--- config.mk ---
export PLATFORM = sky130hd
export DESIGN_NAME = rtc_calendar
export DESIGN_NICKNAME = d
export VERILOG_FILES = /design/src/rtl/rtc_pkg.sv /design/src/rtl/rtc_prescaler.sv /design/src/rtl/rtc_bcd_field.sv /design/src/rtl/rtc_ctrl.sv /design/src/rtl/rtc_calendar.sv
export SDC_FILE = /design/constraint.sdc
export NUM_CORES = 1
export LEC_CHECK = 0
export BUFFER_PORTS_ARGS = -buffer_cell sky130_fd_sc_hd__buf_2
export CORE_MARGIN = 5
export CORE_UTILIZATION = 38
export CTS_BUF_LIST = sky130_fd_sc_hd__clkbuf_2 sky130_fd_sc_hd__clkbuf_4 sky130_fd_sc_hd__clkbuf_8
export CTS_CLUSTER_DIAMETER = 40
export DETAILED_ROUTE_END_ITERATION = 16
export GPL_TIMING_DRIVEN = 0
export SKIP_LAST_GASP = 1
export SLEW_MARGIN = 20
export SYNTH_ARGS = -nofsm -noshare
export SYNTH_HDL_FRONTEND = slang
export SYNTH_SLANG_ARGS = --single-unit
--- constraint.sdc ---
create_clock -name clk -period 4.9 [get_ports clk]
set_clock_uncertainty 0.1 [all_clocks]
set_input_delay 0 -clock clk [delete_from_list [all_inputs] [get_ports clk]]
set_output_delay 0 -clock clk [all_outputs]
set_load 0.01 [all_outputs]
--- src/rtl/rtc_pkg.sv ---
`timescale 1ns/1ps
package rtc_pkg;
   localparam int NUM_FIELDS = 7;

   // increments a packed two-digit BCD value
   function automatic logic [7:0] bcd_inc(input logic [7:0] b);
      if (b[3:0] >= 4'd9) bcd_inc = {b[7:4] + 4'd1, 4'd0};
      else                bcd_inc = {b[7:4], b[3:0] + 4'd1};
   endfunction

   // value mod 4 of a BCD year: (10*tens + units) mod 4 = (2*tens + units) mod 4
   function automatic logic is_leap(input logic [7:0] yr);
      logic [1:0] m;
      m = {yr[4], 1'b0} + yr[1:0];
      is_leap = (m == 2'd0);
   endfunction

   // last day of the month, in BCD
   function automatic logic [7:0] month_len(input logic [7:0] mon, input logic [7:0] yr);
      case (mon)
         8'h02:                      month_len = is_leap(yr) ? 8'h29 : 8'h28;
         8'h04, 8'h06, 8'h09, 8'h11: month_len = 8'h30;
         default:                    month_len = 8'h31;
      endcase
   endfunction
endpackage

--- src/rtl/rtc_prescaler.sv ---
`timescale 1ns/1ps
module rtc_prescaler #(
   parameter int PRESC_BITS = 15
) (
   input  logic clk,
   input  logic rst_n,
   input  logic tick_en,
   input  logic freeze,
   output logic sec_pulse,
   output logic half_mark
);
   localparam int HALF_BITS = PRESC_BITS - 1;

   if (PRESC_BITS < 2) begin : g_bad_width
      $error("rtc_prescaler: PRESC_BITS must be at least 2");
   end

   logic [PRESC_BITS-1:0] count;

   always_ff @(posedge clk) begin
      if (!rst_n)                count <= '0;
      else if (tick_en && !freeze) count <= count + 1'b1;
   end

   assign sec_pulse = tick_en && !freeze && (&count);
   assign half_mark = tick_en && (&count[HALF_BITS-1:0]);

   a_r8_frozen_count: assert property (@(posedge clk) disable iff (!rst_n)
      freeze |=> $stable(count));
   a_r6_wrap_after_second: assert property (@(posedge clk) disable iff (!rst_n)
      sec_pulse |=> (count == '0));
endmodule

--- src/rtl/rtc_bcd_field.sv ---
`timescale 1ns/1ps
module rtc_bcd_field
   import rtc_pkg::*;
#(
   parameter logic [7:0] RST_VAL = 8'h00,
   parameter logic [7:0] LOW_VAL = 8'h00
) (
   input  logic       clk,
   input  logic       rst_n,
   input  logic       inc,
   input  logic       wr,
   input  logic [7:0] wdata,
   input  logic [7:0] max_val,
   output logic [7:0] val,
   output logic       carry
);
   logic at_top;
   assign at_top = (val >= max_val);

   always_ff @(posedge clk) begin
      if (!rst_n)   val <= RST_VAL;
      else if (wr)  val <= wdata;
      else if (inc) val <= at_top ? LOW_VAL : bcd_inc(val);
   end

   assign carry = inc && at_top;

   a_r2_wrap_to_low: assert property (@(posedge clk) disable iff (!rst_n)
      inc && !wr && (val >= max_val) |=> (val == LOW_VAL));
   a_r2_hold_when_idle: assert property (@(posedge clk) disable iff (!rst_n)
      !inc && !wr |=> $stable(val));
endmodule

--- src/rtl/rtc_ctrl.sv ---
`timescale 1ns/1ps
module rtc_ctrl (
   input  logic       clk,
   input  logic       rst_n,
   input  logic       ctrl_wr,
   input  logic [2:0] ctrl_data,
   input  logic       half_mark,
   input  logic       sec_inc,
   input  logic       min_inc,
   output logic       set_req,
   output logic       set_ack,
   output logic       sec_sel,
   output logic       flag
);
   logic tick_hit, flag_clr;
   assign tick_hit = sec_sel ? sec_inc : min_inc;
   assign flag_clr = ctrl_wr && ctrl_data[2];

   always_ff @(posedge clk) begin
      if (!rst_n) begin
         set_req <= 1'b0;
         sec_sel <= 1'b0;
         set_ack <= 1'b0;
         flag    <= 1'b0;
      end else begin
         if (ctrl_wr) begin
            set_req <= ctrl_data[0];
            sec_sel <= ctrl_data[1];
         end
         set_ack <= set_req && (set_ack || half_mark);
         if (tick_hit)      flag <= 1'b1;
         else if (flag_clr) flag <= 1'b0;
      end
   end

   a_r7_ack_needs_request: assert property (@(posedge clk) disable iff (!rst_n)
      !set_req |=> !set_ack);
   a_r10_flag_sticky: assert property (@(posedge clk) disable iff (!rst_n)
      flag && !flag_clr |=> flag);
   a_r9_minute_tick: assert property (@(posedge clk) disable iff (!rst_n)
      !sec_sel && min_inc |=> flag);
   a_r9_second_tick: assert property (@(posedge clk) disable iff (!rst_n)
      sec_sel && sec_inc |=> flag);
endmodule

--- src/rtl/rtc_calendar.sv ---
`timescale 1ns/1ps
module rtc_calendar
   import rtc_pkg::*;
#(
   parameter int PRESC_BITS = 15,
   parameter int ADDR_W     = 3
) (
   input  logic              clk,
   input  logic              rst_n,
   input  logic              tick_en,
   input  logic [ADDR_W-1:0] addr,
   input  logic              wr_en,
   input  logic [7:0]        wr_data,
   output logic [7:0]        rd_data,
   output logic              irq
);
   localparam int NF = NUM_FIELDS;
   localparam logic [ADDR_W-1:0] CTRL_ADDR = ADDR_W'(NF);

   if (ADDR_W < 3) begin : g_bad_addr
      $error("rtc_calendar: ADDR_W must cover eight registers");
   end

   logic sec_pulse, half_mark, set_req, set_ack, sec_sel, flag, ctrl_wr;
   logic c_sec, c_min, c_hour, c_dow, c_date, c_mon, c_year;
   logic [NF-1:0] fwr;
   logic [7:0] fval [NF];
   logic [7:0] dow_wdata, date_max;

   for (genvar i = 0; i < NF; i++) begin : g_wr
      assign fwr[i] = wr_en && set_ack && (addr == ADDR_W'(i));
   end

   assign ctrl_wr   = wr_en && (addr == CTRL_ADDR);
   assign dow_wdata = {5'b0, wr_data[2:0]};
   assign date_max  = month_len(fval[5], fval[6]);

   rtc_prescaler #(.PRESC_BITS(PRESC_BITS)) u_presc (
      .clk(clk), .rst_n(rst_n), .tick_en(tick_en), .freeze(set_ack),
      .sec_pulse(sec_pulse), .half_mark(half_mark));

   rtc_bcd_field #(.RST_VAL(8'h00), .LOW_VAL(8'h00)) u_sec (
      .clk(clk), .rst_n(rst_n), .inc(sec_pulse), .wr(fwr[0]), .wdata(wr_data),
      .max_val(8'h59), .val(fval[0]), .carry(c_sec));
   rtc_bcd_field #(.RST_VAL(8'h00), .LOW_VAL(8'h00)) u_min (
      .clk(clk), .rst_n(rst_n), .inc(c_sec), .wr(fwr[1]), .wdata(wr_data),
      .max_val(8'h59), .val(fval[1]), .carry(c_min));
   rtc_bcd_field #(.RST_VAL(8'h00), .LOW_VAL(8'h00)) u_hour (
      .clk(clk), .rst_n(rst_n), .inc(c_min), .wr(fwr[2]), .wdata(wr_data),
      .max_val(8'h23), .val(fval[2]), .carry(c_hour));
   rtc_bcd_field #(.RST_VAL(8'h00), .LOW_VAL(8'h00)) u_dow (
      .clk(clk), .rst_n(rst_n), .inc(c_hour), .wr(fwr[3]), .wdata(dow_wdata),
      .max_val(8'h06), .val(fval[3]), .carry(c_dow));
   rtc_bcd_field #(.RST_VAL(8'h01), .LOW_VAL(8'h01)) u_date (
      .clk(clk), .rst_n(rst_n), .inc(c_hour), .wr(fwr[4]), .wdata(wr_data),
      .max_val(date_max), .val(fval[4]), .carry(c_date));
   rtc_bcd_field #(.RST_VAL(8'h01), .LOW_VAL(8'h01)) u_mon (
      .clk(clk), .rst_n(rst_n), .inc(c_date), .wr(fwr[5]), .wdata(wr_data),
      .max_val(8'h12), .val(fval[5]), .carry(c_mon));
   rtc_bcd_field #(.RST_VAL(8'h00), .LOW_VAL(8'h00)) u_year (
      .clk(clk), .rst_n(rst_n), .inc(c_mon), .wr(fwr[6]), .wdata(wr_data),
      .max_val(8'h99), .val(fval[6]), .carry(c_year));

   rtc_ctrl u_ctrl (
      .clk(clk), .rst_n(rst_n), .ctrl_wr(ctrl_wr), .ctrl_data(wr_data[2:0]),
      .half_mark(half_mark), .sec_inc(sec_pulse), .min_inc(c_sec),
      .set_req(set_req), .set_ack(set_ack), .sec_sel(sec_sel), .flag(flag));

   always_comb begin
      rd_data = 8'h00;
      for (int i = 0; i < NF; i++) begin
         if (addr == ADDR_W'(i)) rd_data = fval[i];
      end
      if (addr == CTRL_ADDR) rd_data = {4'b0, set_req, flag, sec_sel, set_ack};
   end

   assign irq = flag;

   // the year carry has no consumer: the calendar ends at 99
   logic unused_year_carry;
   assign unused_year_carry = c_year ^ c_dow;

   a_r8_no_count_while_set: assert property (@(posedge clk) disable iff (!rst_n)
      set_ack |-> !sec_pulse);
   a_r8_frozen_seconds: assert property (@(posedge clk) disable iff (!rst_n)
      set_ack && !fwr[0] |=> $stable(fval[0]));
   a_r5_dow_with_date: assert property (@(posedge clk) disable iff (!rst_n)
      c_hour && !set_ack |=> (fval[3] != $past(fval[3])) && (fval[4] != $past(fval[4])));
endmodule

[Word level (Yosys, flattened, before mapping)]
Index checks and enable logic that the tools add are counted.
Operators by class
  reductions and logical operators: 49
  bitwise logic cells: 1
  muxes and demuxes: 41
  equality and inequality tests: 12
  order comparisons: 14
  add/sub/neg operators: 16
Operators with widths (number)
  8-bit two-way mux: 34
  4-bit by 1-bit adder with 4-bit output, second input constant: 14
  4-bit greater-or-equal comparator, second input constant: 7
  1-bit logical AND: 19
  2-bit nonzero test: 9
  3-bit nonzero test: 6
  8-bit by 3-bit == test with 1-bit output, second input constant: 2
  8-bit by 7-bit greater-or-equal comparator with 1-bit output, second input constant: 2
  15-bit by 1-bit adder with 15-bit output, second input constant: 1
  15-bit AND reduction: 1
  14-bit AND reduction: 1
  2-bit AND reduction: 7
  3-bit == test, second input constant: 4
  5-bit one-hot mux with 2 select lines: 1
  8-bit by 2-bit == test with 1-bit output, second input constant: 1
  8-bit by 4-bit == test with 1-bit output, second input constant: 1
  8-bit by 5-bit == test with 1-bit output, second input constant: 1
  8-bit by 3-bit greater-or-equal comparator with 1-bit output, second input constant: 1
  8-bit by 5-bit greater-or-equal comparator with 1-bit output, second input constant: 1
  8-bit by 6-bit greater-or-equal comparator with 1-bit output: 1
  8-bit by 6-bit greater-or-equal comparator with 1-bit output, second input constant: 1
  8-bit greater-or-equal comparator, second input constant: 1
  3-bit by 2-bit == test with 1-bit output, second input constant: 2
  3-bit two-way mux: 2
  other kinds (10): 13
Word-level totals
  input port bits: 15
  logic and storage cells: 153
  flip-flop bits (word level): 75

[Longest topological paths before layout]
Gate-level depths: netlist (run 1).
  depth in word-level cells: 10
  mapped depth: 15
  depth with buffers taken out: 14

[Modules after synthesis]
A second synthesis (run 1) with hierarchy kept.
Second synthesis, totals
  cell total of the unflattened synthesis: 846
  area total of the unflattened synthesis: 7071.8 µm²
By module, submodules not included
  rtc_bcd_field at u_dow ...: area each 764.5 µm², cells each 90, times used 5, sequential area each 160.2 µm²
  rtc_bcd_field at u_date ...: area each 770.7 µm², cells each 94, times used 2, sequential area each 160.2 µm²
  rtc_calendar: area each 792.0 µm², cells each 116, times used 1, sequential area each 0.0 µm²
  rtc_prescaler: area each 767.0 µm², cells each 80, times used 1, sequential area each 300.3 µm²
  rtc_ctrl: area each 148.9 µm², cells each 12, times used 1, sequential area each 80.1 µm²

[Worst setup path after synthesis (run 1)]
Ideal clock, no wire load.
  path type: register to register
  start: reg u_mon.val[0]
  end: reg u_mon.val[4]
  arrival time: 2.946 ns
  library setup time: 0.091 ns
  data required time: 4.709 ns
  cell stages (with the launch flop): 16
  slack: 1.763 ns
  path buffers: 1
  clock period less this slack: 3.137 ns
  cells stage by stage: dfxtp_1 -> inv_1 -> ha_1 -> o211ai_1 -> a21oi_1 -> a31oi_1 -> nor3_1 -> a21oi_1 -> ha_1 -> or4b_2 -> nand4_1 -> and2_1 -> or4_1 -> buf_2 -> a21oi_1 -> a311oi_1
On the way
  longest elaborated chain between the ends: 7
  elaborated cells between the ends (all ways): 17
Ends and longest elaborated chain
  start: declaration: line rtc_bcd_field.sv:14  | output logic [7:0] val,
  start signal: assignment: line rtc_bcd_field.sv:22  | else if (wr) val <= wdata;
  start signal: assignment: line rtc_bcd_field.sv:23  | else if (inc) val <= at_top ? LOW_VAL : bcd_inc(val);
  8-bit by 3-bit == test with 1-bit output, or another cell as far along: line rtc_pkg.sv:20  | case (mon)
  4-bit OR reduction: line rtc_pkg.sv:20
  5-bit one-hot mux with 2 select lines: line rtc_pkg.sv:20
  8-bit by 6-bit greater-or-equal comparator with 1-bit output: line rtc_bcd_field.sv:18  | assign at_top = (val >= max_val);
  1-bit logical AND: line rtc_bcd_field.sv:26  | assign carry = inc && at_top;
  2-bit nonzero test (no source line)
  2-bit AND reduction (no source line)
Parallel ways exist; a longest one is shown, timed or not. The select of a mux whose other input is x is not followed.
A chain may end at the register's enable or synchronous reset.

[Final worst setup path (run 1)]
Ends and elaborated chain as after synthesis.

==> metrics.cfg, run 1 <==
[clock_network]
root_buffer=clkbuf_8
cts.clk_slew.worst_paths_ps=80
cts_resized=0
cts.sink_count=75
cts_tree=built
cts_buffer_depth=2
clkLatencyLatePin_ps=380
cts-buffers-inserted=9
htree_levels=3

[floorplan]
rows=42
start_util=0.3873
fp.coreArea_um2=13240
io_pins=24
die_x_um=126.2
dieArea_um2=15920
die_h_um=126.2

[routing]
routed_wl_mm=16.60
viasPerCell=5.887
wire_per_inst_um=19.10
drcViolationCount=0
via_count=5116
first_pass_iters=5
first_iter_violations=420
final_antenna_net_count=0

[power]
leakagePower_nw=2.217
power.total_mw=1.205
peakVddDrop_v=0.0001098
power-per-cell-area_nw_per_um2=209.1

[timing]
rsz0062_at_grt=no
tightest_slew_ps=897.2
setup-tns-final_ps=0
hold_viol_final=0
period_share=0.7460
setup_viol=0
drv_slew=0
slew_headroom=0.3973
post-route-min-period_ps=3655
fmax_mhz=273.6

[placed_design]
place_congestion=0.9482
numPortBuffers=21
hpwl_mm=12.29

[logic_synthesis]
yosysTopAreaCell=dfxtp_1
synth_nets=703
syn-cell-area_um2=5129
synthCells=645
ys.flop_type=dfxtp_1
ys_seq_elements=75
synth_top_cell_area_share=0.2928
synth_edf_count=0
synth_cell_type_count=70
yosys_warnings=0
syn-mean-instance-area_um2=7.951
synth_area_leaders=dfxtp_1, ha_1, nand2_1, o21ai_0, a21oi_1
ys_seq_area_frac=0.2928
synthArstFlopShare=0

[setup_path]
ff2ff_path_depth=15
reg2reg_from=u_mon.val[0]$_SDFFE_PN1P_
critPathLaunchType=flip-flop
crit_top_cell=a21oi_1
endpoint_kind=flip-flop
crit_type=flip-flop to flip-flop
cp_cell_sequence=inv_1 -> ha_1 -> o211ai_1 -> a21oi_1 -> a31oi_1 -> nor3_1 -> a21oi_1 -> ha_1 -> or4b_2 -> nand4_1 -> and2_1 -> or4_1 -> buf_2 -> a21oi_1 -> a311oi_1
crit_path_top_delay_cell=or4b_2
critical_path_arrival_ps=3840
slowest_delay_ps=610
path_max_fanout=7
reg2reg_to=u_mon.val[4]$_SDFFE_PN0P_
required_ps=5090
cp_top_family=simple AND/OR/NAND/NOR gates
reg2reg_slack_ps=1240
path_buf_inv=2

[hold_path]
whs_endpoint=u_mon.val[2]$_SDFFE_PN0P_
hold-path-cell-count=3
min-delay-start=wr_data[2]
hold_class=primary input to flip-flop

[finish]
nets=746
final_layout_size_suffix_gt1_frac=0.08802
diodes=0
final_common_cell=dfxtp_1
mostFrequentLayoutCells=dfxtp_1, nand2_1, nor2_1, o21ai_0, a21oi_1
syn2layout_area_growth_pct=12.34

[status]
status=finished, final reports clean

[grt]
grt_usage=0.2071
grt_start_max_net_pins=14
grt_pass1_wl_mm=26.21
first_global_vias=4950
grt.overflow.total=0
antenna_found_initial=0

[job]
maxCapViolations=0

[registers in the layout, summed over array words and instances, names as in the netlist]
name / flops
u_ctrl.flag: 1
u_ctrl.sec_sel: 1
u_ctrl.set_ack: 1
u_ctrl.set_req: 1
u_date.val: 8
u_dow.val: 8
u_hour.val: 8
u_min.val: 8
u_mon.val: 8
u_presc.count: 15
u_sec.val: 8
u_year.val: 8
[tightest hold or removal path: cells and delay by family]
| kind | cells | cell delay, ps |
|---|---|---|
| buffers and inverters | 1 | 320 |
| AOI/OAI and AO/OA | 1 | 80 |
| and+or+nand+nor | 1 | 160 |
[what timing repair did]
action	in CTS	in global routing
hold endpoints to repair	30	0
setup buffers	0	0
hold buffers	11	0
[cells in the mapped netlist (all sizes together), types with 2 or more instances]
cell,n
nor4,6
a22o,5
o311ai,2
dfxtp,75
nor2,55
a22oi,13
nand2b,6
o31ai,6
and4,3
xnor2,9
nand2,64
o211ai,6
nand3,32
xor2,9
a221oi,4
and3,13
o221ai,4
o21ai,48
buf,8
clkbuf,23
o311a,2
a222oi,3
or4,2
nand3b,5
nor3b,2
mux2i,12
o31a,3
a311oi,2
nor3,10
a221o,2
or3,7
nor2b,9
a211oi,11
or4b,2
and2,5
a31oi,15
a21o,5
a21oi,46
nand4b,4
nand4,12
ha,43
inv,33
or3b,4
o41ai,2
[metrics by stage]
stage / cells / utilization / hold WS, ps / instance area, µm² / setup slack, ps
after floorplan: 645 / - / 36.01 / 5129 / 1763
after CTS: 869 / 0.4351 / 126.5 / 5762 / 1267
after global routing: 869 / 0.4351 / 149.1 / 5762 / 986.5
after detailed placement: 842 / 0.4118 / 231.2 / 5454 / 1285
final: 869 / 0.4351 / 139.8 / 5762 / 1245
after global placement: 842 / 0.4118 / 221.4 / 5454 / 1349
[where the power goes]
| group | switching, mW | internal, mW | total [mW] |
|---|---|---|---|
| clock | 0.262 | 0.241 | 0.503 |
| combinational | 0.0601 | 0.0261 | 0.0862 |
| sequential | 0.00362 | 0.612 | 0.615 |
| total | 0.326 | 0.879 | 1.20 |
[worst max path at each step]
stage	startpoint	cells after the start	slack (ps)	to
after floorplan	u_mon.val[0]$_SDFFE_PN1P_	15	1760	u_mon.val[4]$_SDFFE_PN0P_
after global placement	u_mon.val[0]$_SDFFE_PN1P_	15	1350	u_mon.val[4]$_SDFFE_PN0P_
after detailed placement	u_mon.val[0]$_SDFFE_PN1P_	15	1280	u_mon.val[4]$_SDFFE_PN0P_
after CTS	u_mon.val[0]$_SDFFE_PN1P_	15	1270	u_mon.val[4]$_SDFFE_PN0P_
after global routing	u_mon.val[0]$_SDFFE_PN1P_	14	990	u_date.val[6]$_SDFFE_PN0P_
final	u_mon.val[0]$_SDFFE_PN1P_	15	1240	u_mon.val[4]$_SDFFE_PN0P_
[layout make-up]
cell class                 count  area (µm²)
sequential                    75        1501
clock inverter                 6       66.31
buffer                        31       141.4
timing repair buffer          32       215.2
inverter                      33       123.9
tap                          176       220.2
fill                        1378        7481
clock buffer                  10       131.4
multi-input combinational    506        3362
[per-layer routing]
layer  part of all wire  vias up  global-route usage
met5                  0        -                   0
li1                   -     2453                   -
met1               0.43     2467              0.2652
met3              0.062       29             0.03895
met2               0.48      167              0.3490
met4              0.026        0             0.07192
[cell families after synthesis]
logic type	share of synthesized area
adders and majority gates	0.1049
DFF	0.2928
xor gates and xnor gates	0.03074
AOI/OAI and AO/OA	0.2403
and+or+nand+nor	0.2496
buffers and inverters	0.05172
muxes	0.03001
No activity file was read; power rests on OpenSTA's default activity.
==> inputs of run 2 (changes only) <==
Clock period 4.9 ns to 3.7 ns, I/O delays scaled along.
==> run 2 against run 1 <==
- combinational power grew 32%
- global-route usage unchanged
- first-iteration DRC count shrank 3.6%
- clock power increased by 32%
- critical endpoint unchanged
- largest power group unchanged
==> metrics.cfg, run 2 (same netlist as run 1, synthesis figures left out) <==
[status]
status=finished, final reports clean  ; unchanged

[floorplan]
io_pins=24  ; unchanged
start_util=0.3873  ; unchanged
die_h_um=126.2  ; unchanged
fp.coreArea_um2=13240  ; unchanged
die_x_um=126.2  ; unchanged
dieArea_um2=15920  ; unchanged
rows=42  ; unchanged

[hold_path]
hold_class=primary input to flip-flop  ; unchanged

[finish]
final_common_cell=dfxtp_1  ; unchanged
nets=746  ; unchanged
fillers=1373  ; was 1,378
regMostFlops=u_presc.count  ; unchanged
syn2layout_area_growth_pct=12.56  ; was 12.34%
fin_cells=869  ; unchanged
final_layout_size_suffix_gt1_frac=0.09380  ; was 0.08802
multi_input_area_um2=3368  ; was 3362 µm²
mostFrequentLayoutCells=dfxtp_1, nand2_1, nor2_1, o21ai_0, a21oi_1  ; unchanged
largest_reg_flops=15  ; unchanged
stdcell_area_um2=5773  ; was 5762 µm²
diodes=0  ; unchanged
regArea_um2=1506  ; was 1501 µm²
final_core_util=0.4359  ; was 0.4351

[setup_path]
critical_path_arrival_ps=3630  ; was 3840 ps
critPathLaunchType=flip-flop  ; unchanged
endpoint_kind=flip-flop  ; unchanged
required_ps=3890  ; was 5090 ps
crit_type=flip-flop to flip-flop  ; unchanged
reg2reg_slack_ps=250  ; was 1240 ps
path_max_fanout=7  ; unchanged

[timing]
slew_headroom=0.4063  ; was 0.3973
holdWs_ps=151.0  ; was 139.8 ps
setup_viol=0  ; unchanged
rsz0062_at_grt=no  ; unchanged
setup-tns-final_ps=0  ; unchanged
period_share=0.9324  ; was 0.7460
hold_viol_final=0  ; unchanged
tightest_slew_ps=883.7  ; was 897.2 ps
drv_slew=0  ; unchanged
post-route-min-period_ps=3450  ; was 3655 ps
fmax_mhz=289.9  ; was 273.6 MHz

[placed_design]
numPortBuffers=21  ; unchanged
hpwl_mm=12.29  ; unchanged
placedCellCount=842  ; unchanged
placed_cell_area_um2=5454  ; unchanged
place_congestion=0.9482  ; unchanged

[clock_network]
clkLatencyLatePin_ps=380  ; about the same
cts-buffers-inserted=9  ; unchanged
cts.sink_count=75  ; unchanged
cts_buffer_depth=2  ; unchanged
cts_tree=built  ; unchanged
cts.clk_slew.worst_paths_ps=80  ; about the same
root_buffer=clkbuf_8  ; unchanged
htree_levels=3  ; unchanged

[routing]
routed_wl_mm=16.57  ; was 16.60 mm
wire_per_inst_um=19.07  ; was 19.10 µm
first_pass_iters=5  ; unchanged
final_antenna_net_count=0  ; unchanged
via_count=5164  ; was 5,116
first_iter_violations=405  ; was 420
viasPerCell=5.942  ; was 5.887
drcViolationCount=0  ; unchanged

[power]
peakVddDrop_v=0.0001451  ; was 0.0001098 V
leakagePower_nw=2.219  ; was 2.217 nW
power-per-cell-area_nw_per_um2=275.9  ; was 209.1 nW/µm²

[grt]
antenna_found_initial=0  ; unchanged
first_global_vias=4950  ; unchanged
grt_usage=0.2071  ; unchanged
grt_pass1_wl_mm=26.21  ; unchanged
grt_start_max_net_pins=14  ; unchanged
grt.overflow.total=0  ; unchanged

[job]
maxCapViolations=0  ; unchanged

-- run 2: what timing repair did --
| item | 4_1_cts | 5_1_grt |
|---|---|---|
| hold endpoints to repair | 30 | 0 |
| resized for setup | 0 | 5 |
| buffers inserted | 0 | 0 |
| hold buffers | 11 | 0 |
| setup endpoints to repair | 0 | 8 |
-- run 2: worst max-delay path, cell delays in order, from the launching register on --
cell      delay, ps
dfxtp_1         450
inv_1           120
ha_1            220
nor2b_1         150
a31oi_1         230
nor3_1           80
a21oi_1         150
ha_1            240
or4b_2          610
nand4_1         160
and2_2          220
or4_1           120
buf_2           170
a21oi_1          80
a311oi_1        260
-- run 2: metal layers --
layer | wire (µm) | vias to the layer above | global-route usage
met3 | 1015 | 37 | 0.03895
met4 | 480 | 0 | 0.07192
met2 | 7901 | 182 | 0.3490
met1 | 7171 | 2490 | 0.2652
li1 | - | 2455 | -
met5 | 0 | - | 0
-- run 2: report_power, final --
group / switching [mW] / internal [mW]
Sequential: 0.00493 / 0.809
Clock: 0.346 / 0.319
Combinational: 0.0795 / 0.0345
-- run 2: worst paths after layout --
check | to | cells past startpoint | from
min | u_mon.val[2]$_SDFFE_PN0P_ | 3 | wr_data[2]
max | u_mon.val[4]$_SDFFE_PN0P_ | 14 | u_mon.val[4]$_SDFFE_PN0P_
max reg2reg | u_mon.val[4]$_SDFFE_PN0P_ | 14 | u_mon.val[4]$_SDFFE_PN0P_
min reg2reg | u_ctrl.flag$_SDFFE_PN0P_ | 2 | u_ctrl.flag$_SDFFE_PN0P_
-- run 2: area by class of cell --
cell class                      count  share of cell area
Buffer                             31             0.02449
Inverter                           33             0.02146
Timing Repair Buffer               32             0.03728
Clock inverter                      6             0.01149
Sequential cell                    75              0.2609
Multi-Input combinational cell    506              0.5834
Clock buffer                       10             0.02276
Tap cell                          176             0.03814
-- run 2: through the flow --
stage          total power [mW]  setup WS (ps)
6_report                  1.593          250.2
5_1_grt                   1.650          3.014
3_3_place_gp             0.9387          148.5
3_5_place_dp             0.9386          84.74
4_1_cts                   1.608          67.49
2_1_floorplan            0.8858          563.3
